`config.mk`:
```
export PLATFORM = sky130hd
export DESIGN_NAME = pwm_bank_regs
export DESIGN_NICKNAME = d
export VERILOG_FILES = /design/src/rtl/pwm_bank_regs.sv
export SDC_FILE = /design/constraint.sdc
export NUM_CORES = 1
export LEC_CHECK = 0
export ABC_AREA = 1
export BUFFER_PORTS_ARGS = -buffer_cell sky130_fd_sc_hd__buf_2
export CAP_MARGIN = 40
export CORE_AREA = 2 2 263 265
export DETAILED_ROUTE_END_ITERATION = 10
export DIE_AREA = 0 0 265 267
export GPL_ROUTABILITY_DRIVEN = 0
export PLACE_DENSITY = 0.63
export SYNTH_ARGS = -nofsm -noshare
export SYNTH_HDL_FRONTEND = slang
export SYNTH_SLANG_ARGS = --single-unit
```
`constraint.sdc`:
```
create_clock -name clk -period 2.3 [get_ports clk]
set_input_delay 0.115 -clock clk [delete_from_list [all_inputs] [get_ports clk]]
set_output_delay 0.115 -clock clk [all_outputs]
set_load 0.005 [all_outputs]
```
`src/rtl/pwm_bank_regs.sv`:
```
module pwm_bank_regs #(
  parameter int NCH = 8,
  parameter int NCTL = 7,
  parameter int AW = 8,
  parameter logic [AW-1:0] BASE = 8'h40
) (
  input  logic                 clk,
  input  logic                 rst_n,
  input  logic                 wr_en,
  input  logic                 rd_en,
  input  logic [AW-1:0]        addr,
  input  logic [7:0]           wdata,
  output logic [7:0]           rdata,
  output logic [$clog2(NCH)-1:0] bank_sel,
  output logic [NCH-1:0]       chan_en,
  output logic [NCH-1:0]       chan_active,
  output logic [NCH*NCTL*8-1:0] cfg_flat,
  output logic [NCH*4-1:0]     step_code,
  output logic [NCH*2-1:0]     clk_sel,
  output logic [NCH*2-1:0]     prediv,
  output logic [NCH*3-1:0]     expo,
  output logic [NCH-1:0]       size9,
  output logic [NCH*9-1:0]     pwm_val,
  output logic                 lut_we,
  output logic                 lut_rd,
  output logic [5:0]           lut_idx,
  output logic [8:0]           lut_data
);
  localparam int SW = $clog2(NCH);
  localparam int RW = $clog2(NCTL);
  localparam int OFF_SEL = NCTL;
  localparam int OFF_EN = NCTL + 1;
  localparam int OFF_TLO = NCTL + 2;
  localparam int OFF_THI = NCTL + 3;
  localparam int NREG = NCTL + 4;
  localparam logic [AW-1:0] A_SEL = BASE + AW'(OFF_SEL);
  localparam logic [AW-1:0] A_EN = BASE + AW'(OFF_EN);
  localparam logic [AW-1:0] A_TLO = BASE + AW'(OFF_TLO);
  localparam logic [AW-1:0] A_THI = BASE + AW'(OFF_THI);

  logic [7:0] ctl_q [NCH][NCTL];
  logic [SW-1:0] sel_q;
  logic [NCH-1:0] en_q;
  logic [7:0] tlo_q, thi_q;

  logic [AW-1:0] off;
  logic hit, ctl_hit;
  logic [RW-1:0] ridx;

  assign off = addr - BASE;
  assign hit = (addr >= BASE) && (off < AW'(NREG));
  assign ctl_hit = hit && (off < AW'(NCTL));
  assign ridx = off[RW-1:0];

  always_ff @(posedge clk) begin
    if (!rst_n) begin
      for (int c = 0; c < NCH; c++)
        for (int r = 0; r < NCTL; r++)
          ctl_q[c][r] <= '0;
    end else if (wr_en && ctl_hit) begin
      ctl_q[sel_q][ridx] <= wdata;
    end
  end

  always_ff @(posedge clk) begin
    if (!rst_n) begin
      sel_q <= '0;
      en_q <= '0;
      tlo_q <= '0;
      thi_q <= '0;
      lut_we <= 1'b0;
      lut_rd <= 1'b0;
      lut_idx <= '0;
      lut_data <= '0;
    end else begin
      lut_we <= 1'b0;
      lut_rd <= 1'b0;
      if (wr_en && addr == A_SEL && wdata < 8'(NCH)) sel_q <= wdata[SW-1:0];
      if (wr_en && addr == A_EN) en_q <= wdata[NCH-1:0];
      if (wr_en && addr == A_TLO) tlo_q <= wdata;
      if (wr_en && addr == A_THI) begin
        thi_q <= wdata;
        lut_we <= ~wdata[6];
        lut_rd <= wdata[6];
        lut_idx <= wdata[5:0];
        lut_data <= {wdata[7], tlo_q};
      end
    end
  end

  always_comb begin
    rdata = '0;
    if (rd_en && hit) begin
      if (ctl_hit) rdata = ctl_q[sel_q][ridx];
      else if (addr == A_SEL) rdata = 8'(sel_q);
      else if (addr == A_EN) rdata = 8'(en_q);
      else if (addr == A_TLO) rdata = tlo_q;
      else rdata = thi_q;
    end
  end

  assign bank_sel = sel_q;
  assign chan_en = en_q;

  for (genvar g = 0; g < NCH; g++) begin : g_ch
    for (genvar r = 0; r < NCTL; r++) begin : g_byte
      assign cfg_flat[(g*NCTL+r)*8 +: 8] = ctl_q[g][r];
    end
    assign chan_active[g] = en_q[g] & ctl_q[g][0][3] & ctl_q[g][0][2];
    assign step_code[g*4 +: 4] = ctl_q[g][0][7:4];
    assign clk_sel[g*2 +: 2] = ctl_q[g][4][6:5];
    assign prediv[g*2 +: 2] = ctl_q[g][4][4:3];
    assign expo[g*3 +: 3] = ctl_q[g][4][2:0];
    assign size9[g] = ctl_q[g][5][0];
    assign pwm_val[g*9 +: 9] = ctl_q[g][5][0] ? {ctl_q[g][4][7], ctl_q[g][3]}
                                               : {3'b000, ctl_q[g][3][5:0]};
  end

  a_r3_bad_sel_ignored: assert property (@(posedge clk) disable iff (!rst_n)
    (wr_en && addr == A_SEL && wdata >= 8'(NCH)) |=> $stable(bank_sel));
  a_r4_mask_holds: assert property (@(posedge clk) disable iff (!rst_n)
    !(wr_en && addr == A_EN) |=> $stable(chan_en));
  a_r2_window_holds: assert property (@(posedge clk) disable iff (!rst_n)
    !(wr_en && ctl_hit) |=> $stable(cfg_flat));
  a_r7_we_source: assert property (@(posedge clk) disable iff (!rst_n)
    lut_we |-> $past(wr_en && addr == A_THI && !wdata[6]));
  a_r8_strobes_excl: assert property (@(posedge clk) disable iff (!rst_n)
    $onehot0({lut_we, lut_rd}));
  a_r9_no_stray_strobe: assert property (@(posedge clk) disable iff (!rst_n)
    (wr_en && !hit) |=> !(lut_we || lut_rd));
endmodule

```
==> results by stage <==
Power and ir drop:
- The power density relative to cell area is 650 mW/mm^2.
- The total leakage power is around 14 nW.
- The worst-case IR drop observed on VDD is around 0.5 mV.

Synthesis:
- The most used standard cell by instance count after synthesis is sky130_fd_sc_hd__nand2_1.
- Of the total synthesized cell area, the portion taken by XOR and XNOR cells is 0.
- The cell taking the most area after synthesis is sky130_fd_sc_hd__edfxtp_1.
- The cell count after synthesis came out at 2,571.
- In this run, synthesis produced a sequential element count of 488.
- The cell area that synthesis handed to floorplanning was between 0.02 and 0.025 mm^2.
- In the post-synthesis netlist, the biggest area contributors are sky130_fd_sc_hd__edfxtp_1, sky130_fd_sc_hd__nand2_1, sky130_fd_sc_hd__nor2_1, sky130_fd_sc_hd__nand3_1, sky130_fd_sc_hd__buf_4.
- The synthesized design contains 448 enable-type register cells.
- The most used flip-flop cell after synthesis is sky130_fd_sc_hd__edfxtp_1.
- Of the post-synthesis cell area, the part taken by muxes is 0.
- Of the total synthesized cell area, the portion taken by AND, OR, NAND and NOR gates is 0.276.
- The fraction of the mapped netlist area in adder cells is 0.
- The number of warnings printed during yosys synthesis is 0.
- The portion of synthesized cell area occupied by the leading cell type is 0.570.
- The largest family of logic cells by synthesized area is simple AND/OR/NAND/NOR gates.
- The share of the synthesized area in compound gates (AO/OA/AOI/OAI) was 0.0291.
- Dividing the synthesized area by the synthesized cell count gives slightly above 9 um^2.
- The net count after synthesis is 2,591.
- Ranked by instance count, the synthesized netlist is headed by sky130_fd_sc_hd__nand2_1, sky130_fd_sc_hd__nor2_1, sky130_fd_sc_hd__edfxtp_1.
- After synthesis, the share of flip-flops with an asynchronous set or reset is 0.
- The netlist uses 28 different library cells.
- Of the synthesized area, sequential elements account for 0.604.

Worst setup path:
- At the worst endpoint, the arrival time is 2.76 ns.
- STA classifies the critical path startpoint as a flop.
- In this design, the stage delay of the slowest critical-path cell is 0.35 ns.
- The worst register-to-register path has a setup slack of 0.25 ns.
- The critical path goes through buf_12 -> buf_6 -> buf_16 -> nand2_1 -> nand3_1 -> nand3_1 -> nand3_2 -> nand2_2 -> nor2_1 -> buf_4 -> nor2_2 -> nand2_2 -> a21oi_2 -> buf_4 -> buf_2.
- The capture instance of the worst register-to-register path is ctl_q[3][14].
- The termination of the worst setup path is rdata[6].
- The required time at the worst-slack endpoint is 2.18 ns.
- STA classifies the critical path endpoint as an output port.
- The largest fanout on the critical path is 13.
- The worst register-to-register path begins at bank_sel[0].
- The worst register-to-register path has a depth of 5.
- The category of the most critical setup path is reg2out.
- For this design, the slowest cell found on the critical path is sky130_fd_sc_hd__dfxtp_4.

Clock tree:
- The number of H-tree branching levels is 2.
- The maximum count of clock buffers along a single path is 3.
- The TritonCTS clock tree is yes.
- The clock tree root driver cell is sky130_fd_sc_hd__clkbuf_16.
- The clock transition time at the flip-flop clock pins of the worst setup and hold paths is approximately 0.060 ns.
- The clock sink count is around 490.
- Buffers inserted during clock tree synthesis total between 50 and 60.
- For the worst-skew pair, the clock arrives at the later sink with an insertion delay of 0.62 ns.

Die:
- Measured along the x axis, the die boundary spans between 200 and 300 um.
- The floorplan has between 90 and 100 rows.
- From bottom edge to top edge, the die measures about 270 um.
- The number of top-level pins is 680.
- The die covers roughly 0.07 mm^2.
- The effective utilization at floorplan is 0.347.
- After floorplanning, the core was sized to cover a little under 0.07 mm^2.

STA:
- At the pin with the least slew margin, the transition time is between 0.7 and 0.8 ns.
- Of the available clock period, the critical path in the final layout requires 1.25.
- The post-route setup TNS is -4.20 ns.
- The final critical-path required period is roughly 2.9 ns.
- The number of hold-slack violations in the final timing report is 0.
- Setup violations remaining at the end of the flow were counted as 8.
- The number of max-slew violations in the final report is 0.
- Timing would allow up to 0.348 GHz.
- The worst slew margin relative to its limit is 0.532.
- Clock skew on the completed layout was measured at about 0.022 ns.
- The worst-case setup margin in the final layout is -0.571 ns.
- Setup repair after global routing could not meet its margin everywhere.

Drt:
- The total routed wirelength is 110 mm.
- The average detailed-routed wire length per instance is ~26 um.
- The first TritonRoute pass finished after 6 iterations.
- The count of vias placed by the detailed router is 22.5k.
- In this run the remaining antenna-violating nets after routing total 0.
- The detailed-route DRC error count is 0.
- The first-iteration detailed-routing DRC count is 3,148.
- The mean number of vias per cell is 5.38.

Placement:
- The post-placement setup slack is -0.181 ns.
- Detailed placement finished with a half-perimeter wire length of roughly 81 mm.
- The number of port buffers is between 600 and 700.

Min path:
- The type of the tightest min-delay check is in2reg.

Global routing:
- Entering global routing, the biggest net connects slightly below 60 pins.
- Summed over all layers, the global routing overflow is 0.
- The via count of the first global-routing pass is ~20k.
- The first global-routing pass estimated ~150 mm of wire.
- For met1 alone, demand over resource in global routing was 0.383.
- The global-route total usage across every layer is 0.296.
- The met3 track utilization from global routing is 0.0688.
- The global-route layer with the greatest usage is met2.
- The initial antenna violation count is 2.
- The fraction of met2 tracks used by global routing is 0.481.

Run status:
- The run finished, with violations left.
- The final reports fail on negative setup slack.

Finish:
- The final layout contains roughly 3.3k nets.
- The fraction of layout instances using a drive strength above 1 is 0.350.
- Relative to the synthesized area, the layout overhead comes to 32.3%.

Flow run:
- Across the run, the number of max-cap violations was 0.
[flip-flops by register name, indices dropped and copies added (netlist names), named ones only]
register,count
ctl_q,448
bank_sel,3
lut_rd,1
lut_data,9
chan_en,8
lut_idx,5
tlo_q,8
lut_we,1
thi_q,2
[cell type report]
| cell class | instances | area, um^2 |
|---|---|---|
| fillers | 6471 | 36700 |
| flip-flops and latches | 488 | 14300 |
| multi-input cells | 1668 | 7540 |
| repair buffers | 934 | 6180 |
| clock buffers | 66 | 1410 |
| well taps | 882 | 1100 |
| inverters | 106 | 422 |
| clock inverters | 31 | 309 |
| diodes | 3 | 7.51 |
[routing by layer]
metal  vias to the layer above  wire length (um)  part of all wire
li1                       9759                 -                 -
met1                     10800             40900              0.37
met2                      1629             51000              0.46
met3                       252             13000              0.12
met4                         0              4800             0.044
met5                         -                 0                 0
[power by group]
part / switching [mW] / internal (mW) / total [mW]
Combinational: 0.946 / 0.502 / 1.45
Clock: 3.68 / 4.92 / 8.61
Sequential: 0.317 / 9.94 / 10.3
[critical path: cells and delay by family (launching register included)]
| family | cells | cell delay (ns) |
|---|---|---|
| compound gates | 1 | 0.14 |
| flops | 1 | 0.35 |
| buf+inv | 6 | 0.82 |
| simple gates | 8 | 0.80 |
[how the worst min path moves through the flow]
| stage | startpoint | end | slack [ns] | cells past startpoint |
|---|---|---|---|---|
| after global placement | wdata[6] | lut_we | 0.35 | 2 |
| after CTS | wr_en | tlo_q[7] | 0.006 | 4 |
| final | wr_en | tlo_q[7] | 0.06 | 4 |
| after detailed placement | wdata[6] | lut_we | 0.35 | 2 |
| after global routing | wr_en | tlo_q[1] | 0.05 | 4 |
| after floorplan | wdata[6] | lut_we | 0.19 | 1 |
[cells in the final DEF (no fill, tap or decap), drive strengths merged, types with 6 or more instances in the layout]
| cell type | count |
|---|---|
| buf | 920 |
| nand2 | 639 |
| nor2 | 517 |
| edfxtp | 448 |
| nand3 | 350 |
| inv | 104 |
| clkbuf | 69 |
| a21oi | 56 |
| o21ai | 55 |
| dfxtp | 40 |
| clkinv | 27 |
| nor3 | 14 |
| dlygate4sd3 | 9 |
| nand4 | 8 |
| a211oi | 8 |
| and2 | 6 |
[logic make-up after synthesis]
| kind of cell | after synthesis |
|---|---|
| AOI/OAI and AO/OA | 129 |
| DFF | 488 |
| buffers and inverters | 415 |
| and+or+nand+nor | 1539 |
[per-stage QoR]
step	area (um^2)	hold slack (ns)	cells	total power [mW]	util
final	31200	0.0554	4178	20.3	0.459
after global routing	31200	0.0538	4177	20.8	0.459
after CTS	31100	0.00621	4171	20.4	0.457
after detailed placement	28600	0.350	4048	11.8	0.421
after global placement	28600	0.354	4048	11.8	0.421
after floorplan	23600	0.187	2571	10.9	-
[repair_timing]
item,CTS,global route
setup buffers,10,1
endpoints found under the setup margin,8,8
pin swaps,5,6
resized for setup,86,15
hold buffers,9,0
cloned,7,3
hold endpoints to repair,26,0
No activity file was read; power rests on OpenSTA's default activity.
